File: config.mk
export PLATFORM = sky130hd
export DESIGN_NAME = pic_cmd_if
export DESIGN_NICKNAME = d
export VERILOG_FILES = /design/src/rtl/pic_cmd_pkg.sv /design/src/rtl/pic_cmd_ctrl.sv /design/src/rtl/pic_cmd_dp.sv /design/src/rtl/pic_cmd_if.sv
export SDC_FILE = /design/constraint.sdc
export NUM_CORES = 1
export LEC_CHECK = 0
export ABC_AREA = 1
export BUFFER_PORTS_ARGS = -buffer_cell sky130_fd_sc_hd__buf_2
export CAP_MARGIN = 5
export CORE_MARGIN = 2
export CORE_UTILIZATION = 40
export CTS_CLUSTER_SIZE = 14
export DETAILED_ROUTE_END_ITERATION = 8
export GPL_ROUTABILITY_DRIVEN = 0
export PLACE_DENSITY = 0.61
export RECOVER_POWER = 50
export SLEW_MARGIN = 20
export SYNTH_ARGS = -nofsm -noshare
export SYNTH_HDL_FRONTEND = slang
export SYNTH_SLANG_ARGS = --single-unit
File: constraint.sdc
create_clock -name clk -period 3.2 [get_ports clk]
set_input_delay 0.64 -clock clk [delete_from_list [all_inputs] [get_ports clk]]
set_output_delay 0.64 -clock clk [all_outputs]
set_load 0.1 [all_outputs]
File: src/rtl/pic_cmd_pkg.sv
package pic_cmd_pkg;
  localparam int LINE_CNT = 8;
  localparam int LINE_W   = $clog2(LINE_CNT);
  localparam int DATA_W   = 8;
  localparam int BASE_W   = DATA_W - LINE_W;

  typedef enum logic [1:0] {
    STEP_NORMAL  = 2'd0,
    STEP_BASE    = 2'd1,
    STEP_CASCADE = 2'd2,
    STEP_CFG     = 2'd3
  } initStepT;

  typedef struct packed {
    logic startInit;
    logic loadBase;
    logic loadCfg;
    logic loadMask;
    logic armPoll;
    logic disarmPoll;
    logic loadReadSel;
    logic loadSpecMask;
    logic loadRotAeoi;
    logic clrNonSpec;
    logic rotAfterClear;
    logic clrSpecific;
    logic setOffset;
    logic ack;
  } cmdStrobeT;

  // highest-priority set bit, scanning upward from offs; MSB = found
  function automatic logic [LINE_W:0] findHighest(
      input logic [LINE_CNT-1:0] vec, input logic [LINE_W-1:0] offs);
    logic [LINE_W:0]   res;
    logic [LINE_W-1:0] idx;
    res = '0;
    for (int i = LINE_CNT - 1; i >= 0; i--) begin
      idx = offs + i[LINE_W-1:0];
      if (vec[idx]) res = {1'b1, idx};
    end
    return res;
  endfunction
endpackage

File: src/rtl/pic_cmd_ctrl.sv
module pic_cmd_ctrl
  import pic_cmd_pkg::*;
(
  input  logic              clk,
  input  logic              rstN,
  input  logic              wrEn,
  input  logic              rdEn,
  input  logic              addr,
  input  logic [DATA_W-1:0] wrData,
  input  logic              intAck,
  input  logic              pollArmed,
  output cmdStrobeT         strobe,
  output logic [1:0]        stepNow
);
  initStepT step;
  logic     needCfg;
  logic     singleUnit;

  assign stepNow = step;

  always_ff @(posedge clk or negedge rstN) begin
    if (!rstN) begin
      step       <= STEP_NORMAL;
      needCfg    <= 1'b0;
      singleUnit <= 1'b0;
    end else if (wrEn && !addr && wrData[4]) begin
      step       <= STEP_BASE;
      needCfg    <= wrData[0];
      singleUnit <= wrData[1];
    end else if (wrEn && addr) begin
      case (step)
        STEP_BASE:    step <= singleUnit ? (needCfg ? STEP_CFG : STEP_NORMAL) : STEP_CASCADE;
        STEP_CASCADE: step <= needCfg ? STEP_CFG : STEP_NORMAL;
        STEP_CFG:     step <= STEP_NORMAL;
        default:      step <= STEP_NORMAL;
      endcase
    end
  end

  always_comb begin
    strobe = '0;
    if (wrEn) begin
      if (!addr) begin
        if (wrData[4]) begin
          strobe.startInit = 1'b1;
        end else if (wrData[3]) begin
          strobe.armPoll      = wrData[2];
          strobe.loadReadSel  = wrData[1];
          strobe.loadSpecMask = wrData[6];
        end else begin
          case (wrData[7:5])
            3'd0, 3'd4: strobe.loadRotAeoi = 1'b1;
            3'd1:       strobe.clrNonSpec  = 1'b1;
            3'd5: begin
              strobe.clrNonSpec    = 1'b1;
              strobe.rotAfterClear = 1'b1;
            end
            3'd3:       strobe.clrSpecific = 1'b1;
            3'd6:       strobe.setOffset   = 1'b1;
            3'd7: begin
              strobe.clrSpecific = 1'b1;
              strobe.setOffset   = 1'b1;
            end
            default: ;
          endcase
        end
      end else begin
        case (step)
          STEP_NORMAL: strobe.loadMask = 1'b1;
          STEP_BASE:   strobe.loadBase = 1'b1;
          STEP_CFG:    strobe.loadCfg  = 1'b1;
          default: ;
        endcase
      end
    end else begin
      strobe.ack        = intAck || (rdEn && pollArmed);
      strobe.disarmPoll = rdEn && pollArmed;
    end
  end
endmodule

File: src/rtl/pic_cmd_dp.sv
module pic_cmd_dp
  import pic_cmd_pkg::*;
(
  input  logic                clk,
  input  logic                rstN,
  input  cmdStrobeT           strobe,
  input  logic                addr,
  input  logic [DATA_W-1:0]   wrData,
  input  logic [LINE_CNT-1:0] reqVec,
  input  logic                winValid,
  input  logic [LINE_W-1:0]   winLine,
  output logic [DATA_W-1:0]   rdData,
  output logic [DATA_W-1:0]   vector,
  output logic                ackFire,
  output logic [LINE_W-1:0]   ackLine,
  output logic [LINE_CNT-1:0] maskOut,
  output logic [LINE_CNT-1:0] isrOut,
  output logic [LINE_W-1:0]   prioOffset,
  output logic                specialMask,
  output logic                nestedMode,
  output logic                pollArmed,
  output logic                autoEoi
);
  logic [LINE_CNT-1:0] maskReg, isrReg;
  logic [LINE_W-1:0]   offset;
  logic [BASE_W-1:0]   baseReg;
  logic                readSel, specMask, rotAeoi, nested, aeoi, pollFlag;
  logic [LINE_W:0]     hiSvc;
  logic [LINE_W-1:0]   selLine;
  logic                ackTake;

  assign hiSvc   = findHighest(isrReg, offset);
  assign selLine = wrData[LINE_W-1:0];
  assign ackTake = strobe.ack && winValid;

  always_ff @(posedge clk or negedge rstN) begin
    if (!rstN) begin
      maskReg <= '0; isrReg <= '0; offset <= '0; baseReg <= '0;
      readSel <= 1'b0; specMask <= 1'b0; rotAeoi <= 1'b0;
      nested <= 1'b0; aeoi <= 1'b0; pollFlag <= 1'b0;
    end else if (strobe.startInit) begin
      maskReg <= '0; isrReg <= '0; offset <= '0; baseReg <= '0;
      readSel <= 1'b0; specMask <= 1'b0; rotAeoi <= 1'b0;
      nested <= 1'b0; aeoi <= 1'b0; pollFlag <= 1'b0;
    end else begin
      if (strobe.loadBase) baseReg <= wrData[DATA_W-1:LINE_W];
      if (strobe.loadCfg) begin
        nested <= wrData[4];
        aeoi   <= wrData[1];
      end
      if (strobe.loadMask) maskReg <= wrData;
      if (strobe.armPoll) pollFlag <= 1'b1;
      else if (strobe.disarmPoll) pollFlag <= 1'b0;
      if (strobe.loadReadSel) readSel <= wrData[0];
      if (strobe.loadSpecMask) specMask <= wrData[5];
      if (strobe.loadRotAeoi) rotAeoi <= wrData[7];
      if (strobe.clrNonSpec && hiSvc[LINE_W]) begin
        isrReg[hiSvc[LINE_W-1:0]] <= 1'b0;
        if (strobe.rotAfterClear) offset <= hiSvc[LINE_W-1:0] + 1'b1;
      end
      if (strobe.clrSpecific) isrReg[selLine] <= 1'b0;
      if (strobe.setOffset) offset <= selLine + 1'b1;
      if (ackTake) begin
        if (aeoi) begin
          if (rotAeoi) offset <= winLine + 1'b1;
        end else begin
          isrReg[winLine] <= 1'b1;
        end
      end
    end
  end

  always_comb begin
    if (pollFlag)
      rdData = winValid ? {1'b1, {(DATA_W-LINE_W-1){1'b0}}, winLine} : '0;
    else if (addr)
      rdData = maskReg;
    else
      rdData = readSel ? isrReg : reqVec;
  end

  assign vector      = {baseReg, winValid ? winLine : {LINE_W{1'b1}}};
  assign ackFire     = ackTake;
  assign ackLine     = winLine;
  assign maskOut     = maskReg;
  assign isrOut      = isrReg;
  assign prioOffset  = offset;
  assign specialMask = specMask;
  assign nestedMode  = nested;
  assign pollArmed   = pollFlag;
  assign autoEoi     = aeoi;
endmodule

File: src/rtl/pic_cmd_if.sv
module pic_cmd_if
  import pic_cmd_pkg::*;
(
  input  logic                clk,
  input  logic                rstN,
  input  logic                wrEn,
  input  logic                rdEn,
  input  logic                addr,
  input  logic [DATA_W-1:0]   wrData,
  output logic [DATA_W-1:0]   rdData,
  input  logic                intAck,
  input  logic [LINE_CNT-1:0] reqVec,
  input  logic                winValid,
  input  logic [LINE_W-1:0]   winLine,
  output logic [DATA_W-1:0]   vector,
  output logic                ackFire,
  output logic [LINE_W-1:0]   ackLine,
  output logic [LINE_CNT-1:0] maskOut,
  output logic [LINE_CNT-1:0] isrOut,
  output logic [LINE_W-1:0]   prioOffset,
  output logic                specialMask,
  output logic                nestedMode
);
  cmdStrobeT  strobe;
  logic       pollArmed;
  logic       autoEoi;
  logic [1:0] stepNow;

  pic_cmd_ctrl u_ctrl (
    .clk(clk), .rstN(rstN), .wrEn(wrEn), .rdEn(rdEn), .addr(addr),
    .wrData(wrData), .intAck(intAck), .pollArmed(pollArmed),
    .strobe(strobe), .stepNow(stepNow)
  );

  pic_cmd_dp u_dp (
    .clk(clk), .rstN(rstN), .strobe(strobe), .addr(addr), .wrData(wrData),
    .reqVec(reqVec), .winValid(winValid), .winLine(winLine),
    .rdData(rdData), .vector(vector), .ackFire(ackFire), .ackLine(ackLine),
    .maskOut(maskOut), .isrOut(isrOut), .prioOffset(prioOffset),
    .specialMask(specialMask), .nestedMode(nestedMode),
    .pollArmed(pollArmed), .autoEoi(autoEoi)
  );
endmodule

==> results of run 1 <==
[worst paths after layout]
| kind | endpoint | slack, ns | from | cells past startpoint |
|---|---|---|---|---|
| worst max register to register | u_dp.prioOffset[2] | 0.33 | u_dp.prioOffset[0] | 20 |
| worst min-delay path | u_dp.baseReg[4] | 0.49 | u_dp.baseReg[4] | 2 |
| max in group asynchronous | u_dp.prioOffset[1] | 1.15 | rstN | 1 |
| worst max-delay path | u_dp.prioOffset[2] | 0.33 | u_dp.prioOffset[0] | 20 |
| worst min register to register | u_dp.baseReg[4] | 0.49 | u_dp.baseReg[4] | 2 |
| min in group asynchronous | u_dp.specialMask | 0.85 | rstN | 1 |
[flip-flops by register name, summed over array words and instances (netlist names)]
register / cells
u_dp.baseReg: 5
u_dp.nestedMode: 1
u_dp.rotAeoi: 1
u_dp.specialMask: 1
u_ctrl.needCfg: 1
u_ctrl.stepNow: 2
u_dp.readSel: 1
u_dp.maskOut: 8
u_dp.autoEoi: 1
u_ctrl.singleUnit: 1
u_dp.isrOut: 8
u_dp.prioOffset: 3
u_dp.pollArmed: 1
[report_power, final]
part	internal (W)	leakage [nW]	switching, W
clock network	0.000333	0.0714	0.000171
registers	0.000496	0.439	0.0000863
logic	0.000366	1.22	0.00124
total	0.00119	1.73	0.00149
[worst max-delay path: cells and delay by family, from the launching register on]
kind	cells	cell delay [ns]
adder cells (fa/ha/maj)	2	0.65
AND/OR/NAND/NOR	14	1.14
flip-flops	1	0.52
buffers and inverters	2	0.25
AO/OA/AOI/OAI	2	0.16
[kinds of logic after synthesis]
group,count (synthesis)
buffers and inverters,68
adder cells (fa/ha/maj),9
AND/OR/NAND/NOR,209
XOR/XNOR,4
flip-flops,34
AO/OA/AOI/OAI,85
[synthesized netlist by cell type, drive strengths merged]
library cell  instances  area, um2
nand2               129      521.8
xnor2                 2      25.03
o21bai                1      7.510
o211ai                6      45.04
xor2                  2      17.52
nor2                 21      93.84
dfrtp                34      850.8
a21oi                30      172.7
o22ai                 4      25.02
nor3                  2      10.01
ha                    9      112.6
a32o                  2      20.02
nand4                 3      18.77
a211oi                1      7.510
inv                  52      197.7
o41ai                 8      70.07
a31oi                 1      12.51
buf                   8      61.30
or2                   1      6.260
o21ai                29      148.9
o32ai                 1      8.760
nand3                53      365.4
clkbuf                6      22.52
clkinv                2      7.510
o221ai                1      8.760
a21boi                1      7.510
[cell type report]
class                   instances  area [um2]  share of cell area [%]
clock buffers                   6       82.58                   2.455
clock inverters                 2       60.06                   1.786
inverters                      54       205.2                   6.101
multi-input cells             307        1724                   51.26
flip-flops and latches         34       853.3                   25.37
well taps                      96       120.1                   3.571
repair buffers                 67       317.8                   9.449
[per-stage QoR]
| stage | std cells | power [W] |
|---|---|---|
| final | 566 | 0.002687 |
| after global routing | 566 | 0.002853 |
| after CTS | 566 | 0.002699 |
| after detailed placement | 558 | 0.002186 |
| after global placement | 558 | 0.002180 |
| after floorplan | 409 | 0.001910 |
[layer usage]
metal | vias up | GRT usage (%)
li1 | 1478 | -
met1 | 1287 | 28.76
met2 | 128 | 37.87
met3 | 23 | 3.825
met4 | 0 | 10.06
met5 | - | 0
==> run summary, run 1 <==
- uppermost metal layer occupied by signal nets: met4
- total number of clock tree sinks: 34
- Req. time, crit path: 3.35 ns
- Max stage delay cell, worst path: sky130_fd_sc_hd__dfrtp_2
- violations in the final reports: capacitance limit, slew limit
- Final HPWL DP: 6774 um
- most common cell after layout, fill and taps aside: sky130_fd_sc_hd__nand2_1
- sequential fraction of the synthesis area: 29.90%
- filler cell count: 716
- starting density of the core: 41.65%
- post-synthesis net count: 444
- Critical Path Sink Type: flop
- largest clock skew in the final design: 0.008874 ns
- worst max-slew margin expressed relative to the limit: -24.87%
- Max-Cap Viols: 1
- share of the clock period used by the worst path after layout: 89.67%
- proportion of layout cells with a drive suffix above 1: 25.32%
- class of the worst hold path: reg -> reg
- clock tree root buffer cell: sky130_fd_sc_hd__clkbuf_8
- class of the most critical setup path: reg -> reg
- Port Buffers: 66
- Area after DPL: 3241 um2
- cells after synthesis: 409
- Power per Cell Area: 799.1 nW/um2
- setup slack after layout: 0.3306 ns
- highest-count cells in the layout ignoring fill and taps: sky130_fd_sc_hd__nand2_1 (114), sky130_fd_sc_hd__buf_2 (53), sky130_fd_sc_hd__inv_1 (46), sky130_fd_sc_hd__nand3_1 (33), sky130_fd_sc_hd__dfrtp_1 (32)
- final period demand of the worst path: 2.869 ns
- via density per instance: 5.152
- remaining global-route overflow: 0
- crit path max fanout: 12
- cell leakage power: 1.731 nW
- Slew @ Worst Pin: 1.873 ns
- final hold violation count: 0
- average wire per standard cell: 15.06 um
- placeable core area: 6832 um2
- crit path DAT: 3.02 ns
- setup_tns: 0 ns
- level count of the clock H-tree: 2
- Yosys cell types: 38
- Simple-Gate Fraction of Synth Area: 35.71%
- DR vias: 2916
- clock latency on the worst-skew pair: 0.30 ns
- number of buffers between clock root and the deepest sink: 2
- number of violations reported at the end of detailed-routing iteration 0: 147
- WL met3: 525 um
- clock tree from TritonCTS: done
- number of antenna repair diodes: 0
- via count of the first global-routing pass: 2838
- synthesized-area fraction occupied by adder cells: 3.958%
- final wirelength: 8522 um
- maximum single-stage delay on the critical path: 0.52 ns
- Antenna Violating Nets Remaining: 0
- area fraction in compound gates after synthesis: 18.78%
- worst hold margin: 0.4939 ns
- WL met1: 3705 um
- CTS-repair resized insts: 0
- number of synthesis warnings: 0
- overall die area: 7804 um2
- number of synthesized register bits: 34
- unrepaired setup endpoints after global routing: false
- share of the core filled with cells in the final layout: 49.23%
- number of antenna violations at the first check in global routing: 0
- VDD IR max: 563.7 uV
- run status: complete, but fails checks
- Post-CTS Hold Fix Bufs: 0
- final setup violation count: 0
- multiplexer area fraction after synthesis: 0%
- global-route wire length before repair: 13680 um
- met2 wire length: 4080 um
- average cell area after synthesis: 6.957 um2
- Setup Buffers After CTS: 0
- total clock buffers created by CTS: 5
- Die Width: 88.34 um
- number of DRC violations after detailed routing: 0
- count of standard-cell rows: 30
- Post-Synth XOR/XNOR Area: 1.495%
- nature of the critical path startpoint: flop
- clock slew seen by the registers of the worst setup and hold paths: 0.08 ns
- height of the die: 88.34 um
- main combinational cell family by area after synthesis: simple AND/OR/NAND/NOR gates
- most used cell, CP: sky130_fd_sc_hd__nand2_1
- max-slew violation total from the final report: 35
- maximum number of pins on one net before global-route repair: 35
- setup slack after placement: 0.3581 ns
- Synth-to-Final Area Change: 18.21%
- Net count, final: 504
- total standard cell area after synthesis: 2845 um2
- total track usage: 22.66%
- Initial DRT Pass Iterations: 5
- Layout Cell Area excl Fill: 3363 um2
- ordered list of cells on the worst path: inv_4, ha_1, inv_2, nand3_1, nand3_1, nand2_1, nand4_1, nand2_1, nand2_1, nand2_1, nand2_1, nand2_1, nand2_1, o21ai_2, ha_1, nand3_1, nand3_1, nand2_1, nand2_1, a21oi_1
- boundary pin count: 67
- maximum clock frequency: 0.3485 GHz
(Power assumes the default switching activity.)
==> inputs of run 2 (changes only) <==
--- a/config.mk
+++ b/config.mk
@@ -8,6 +8,7 @@
 export ABC_AREA = 1
 export BUFFER_PORTS_ARGS = -buffer_cell sky130_fd_sc_hd__buf_2
 export CAP_MARGIN = 5
+export CORE_ASPECT_RATIO = 0.7
 export CORE_MARGIN = 2
 export CORE_UTILIZATION = 40
 export CTS_CLUSTER_SIZE = 14
==> run summary, run 2 (synthesis results as in run 1) <==
- run status: complete, but fails checks, unchanged
- violations in the final reports: capacitance limit, slew limit, unchanged
- r2r worst-path depth: 21, was 20
- class of the most critical setup path: reg -> reg, unchanged
- largest clock skew in the final design: 0.004344 ns, was 0.008874 ns
- boundary pin count: 67, unchanged
- final setup violation count: 0, unchanged
- Net count, final: 507, was 504
- Initial DRT Pass Iterations: 5, unchanged
- count of standard-cell rows: 25, was 30
- VDD IR max: 325.2 uV, was 563.7 uV
- max-slew violation total from the final report: 35, unchanged
- Critical Path Sink Type: flop, unchanged
- Max-Cap Viols: 1, unchanged
- total number of clock tree sinks: 34, unchanged
- crit path DAT: 2.91 ns, was 3.02 ns
- worst hold path cell count: 2, unchanged
- level count of the clock H-tree: 2, unchanged
- placeable core area: 6819 um2, was 6832 um2
- number of buffers between clock root and the deepest sink: 2, unchanged
- Req. time, crit path: 3.33 ns, was 3.35 ns
- final wirelength: 8638 um, was 8522 um
- worst hold margin: 0.4912 ns, was 0.4939 ns
- via count of the first global-routing pass: 2650, was 2838
- DR vias: 3017, was 2916
- maximum number of pins on one net before global-route repair: 35, unchanged
- remaining global-route overflow: 0, unchanged
- Final HPWL DP: 6913 um, was 6774 um
- starting density of the core: 41.72%, was 41.65%
- nature of the critical path startpoint: flop, unchanged
- height of the die: 74.57 um, was 88.34 um
- number of violations reported at the end of detailed-routing iteration 0: 274, was 147
- class of the worst hold path: reg -> reg, unchanged
- Power per Cell Area: 778.2 nW/um2, was 799.1 nW/um2
- worst max-slew margin expressed relative to the limit: -25.04%, was -24.87%
- most common cell after layout, fill and taps aside: sky130_fd_sc_hd__nand2_1, unchanged
- unrepaired setup endpoints after global routing: false, unchanged
- clock tree from TritonCTS: done, unchanged
- total track usage: 22.59%, was 22.66%
- cell leakage power: 1.729 nW, was 1.731 nW
- number of antenna violations at the first check in global routing: 0, unchanged
- Port Buffers: 66, unchanged
- Post-CTS Hold Fix Bufs: 0, unchanged
- Synth-to-Final Area Change: 18.03%, was 18.21%
- number of antenna repair diodes: 0, unchanged
- crit path max fanout: 10, was 12
- total clock buffers created by CTS: 5, unchanged
- setup slack after layout: 0.4258 ns, was 0.3306 ns
- clock latency on the worst-skew pair: 0.29 ns, was 0.30 ns
- Die Width: 104.8 um, was 88.34 um
- final hold violation count: 0, unchanged
- highest-count cells in the layout ignoring fill and taps: sky130_fd_sc_hd__nand2_1 (114), sky130_fd_sc_hd__buf_2 (54), sky130_fd_sc_hd__inv_1 (46), sky130_fd_sc_hd__nand3_1 (33), sky130_fd_sc_hd__dfrtp_1 (32), was sky130_fd_sc_hd__nand2_1 (114), sky130_fd_sc_hd__buf_2 (53), sky130_fd_sc_hd__inv_1 (46), sky130_fd_sc_hd__nand3_1 (33), sky130_fd_sc_hd__dfrtp_1 (32)
- maximum clock frequency: 0.3605 GHz, was 0.3485 GHz
- setup slack after placement: 0.2784 ns, was 0.3581 ns
- clock slew seen by the registers of the worst setup and hold paths: 0.08 ns, about the same
- overall die area: 7815 um2, was 7804 um2
- final period demand of the worst path: 2.774 ns, was 2.869 ns
- proportion of layout cells with a drive suffix above 1: 26.22%, was 25.32%
- global-route wire length before repair: 13770 um, was 13680 um
- via density per instance: 5.321, was 5.152
- Slew @ Worst Pin: 1.876 ns, was 1.873 ns
- average wire per standard cell: 15.23 um, was 15.06 um
- clock tree root buffer cell: sky130_fd_sc_hd__clkbuf_8, unchanged
- share of the clock period used by the worst path after layout: 86.69%, was 89.67%
- Antenna Violating Nets Remaining: 0, unchanged
- number of DRC violations after detailed routing: 0, unchanged
## run 2: cell count changes in the layout (fill, tap and decap cells not counted)
cell / delta
sky130_fd_sc_hd__clkinvlp_4: +2
sky130_fd_sc_hd__buf_4: +3
sky130_fd_sc_hd__ha_1: -1
sky130_fd_sc_hd__bufinv_16: -1
sky130_fd_sc_hd__clkbuf_8: -1
sky130_fd_sc_hd__clkbuf_1: -1
sky130_fd_sc_hd__ha_2: +1
sky130_fd_sc_hd__buf_2: +1
## run 2: final cells by class
class,count,area [um2]
clock inverter,3,45.04
inverter,54,205.2
timing repair buffer,70,341.6
tap,94,117.6
sequential,34,853.3
fill,727,3461
clock buffer,5,68.82
multi-input combinational,307,1727
## run 2: repair_timing
| item | CTS | global route |
|---|---|---|
| endpoints found under the setup margin | 0 | 2 |
| buffers inserted | 0 | 3 |
| gates resized for setup | 0 | 1 |
## run 2: worst paths after layout
path | startpoint | to | slack [ns]
hold reg to reg | u_dp.baseReg[4] | u_dp.baseReg[4] | 0.49
min in group asynchronous | rstN | u_ctrl.stepNow[1] | 0.85
setup reg to reg | u_dp.prioOffset[1] | u_dp.prioOffset[2] | 0.43
setup / recovery | u_dp.prioOffset[1] | u_dp.prioOffset[2] | 0.43
max in group asynchronous | rstN | u_dp.prioOffset[1] | 1.13
hold / removal | u_dp.baseReg[4] | u_dp.baseReg[4] | 0.49
## run 2: worst max-delay path, cell delays in order, from the launching register on
cell	delay [ns]
sky130_fd_sc_hd__dfrtp_2	0.41
sky130_fd_sc_hd__inv_2	0.18
sky130_fd_sc_hd__ha_2	0.37
sky130_fd_sc_hd__inv_2	0.14
sky130_fd_sc_hd__nand3_1	0.17
sky130_fd_sc_hd__nand3_1	0.12
sky130_fd_sc_hd__nand2_1	0.11
sky130_fd_sc_hd__nand4_1	0.10
sky130_fd_sc_hd__nand2_1	0.05
sky130_fd_sc_hd__nand2_1	0.05
sky130_fd_sc_hd__nand2_1	0.04
sky130_fd_sc_hd__nand2_1	0.05
sky130_fd_sc_hd__nand2_1	0.07
sky130_fd_sc_hd__nand2_1	0.08
sky130_fd_sc_hd__o21ai_2	0.09
sky130_fd_sc_hd__ha_1	0.23
sky130_fd_sc_hd__inv_1	0.05
sky130_fd_sc_hd__nand2_1	0.05
sky130_fd_sc_hd__nand3_1	0.07
sky130_fd_sc_hd__nand2_1	0.06
sky130_fd_sc_hd__nand2_1	0.06
sky130_fd_sc_hd__a21oi_1	0.06
## run 2: power breakdown
part           switching (W)  total [W]  internal, W
Clock               0.000173   0.000404     0.000232
Combinational        0.00126    0.00164     0.000379
Sequential         0.0000700   0.000566     0.000496
## run 2: per-layer routing
layer / GRT usage (%) / routed length (um) / vias up
met5: 0 / 0 / -
met4: 2.667 / 12 / 0
met3: 4.294 / 886 / 2
met2: 32.03 / 3322 / 156
met1: 36.04 / 4416 / 1377
li1: - / - / 1482
## run 2: stage by stage
step	cell area, um2	total power [W]	setup TNS [ns]	utilization (%)	instances
6_report	3358	0.002613	0	49.25	567
5_1_grt	3358	0.002777	0	49.25	567
4_1_cts	3352	0.002601	0	49.16	564
3_5_place_dp	3238	0.002196	0	47.49	556
3_3_place_gp	3238	0.002180	0	47.49	556
2_1_floorplan	2867	0.001910	-0.08533	-	409
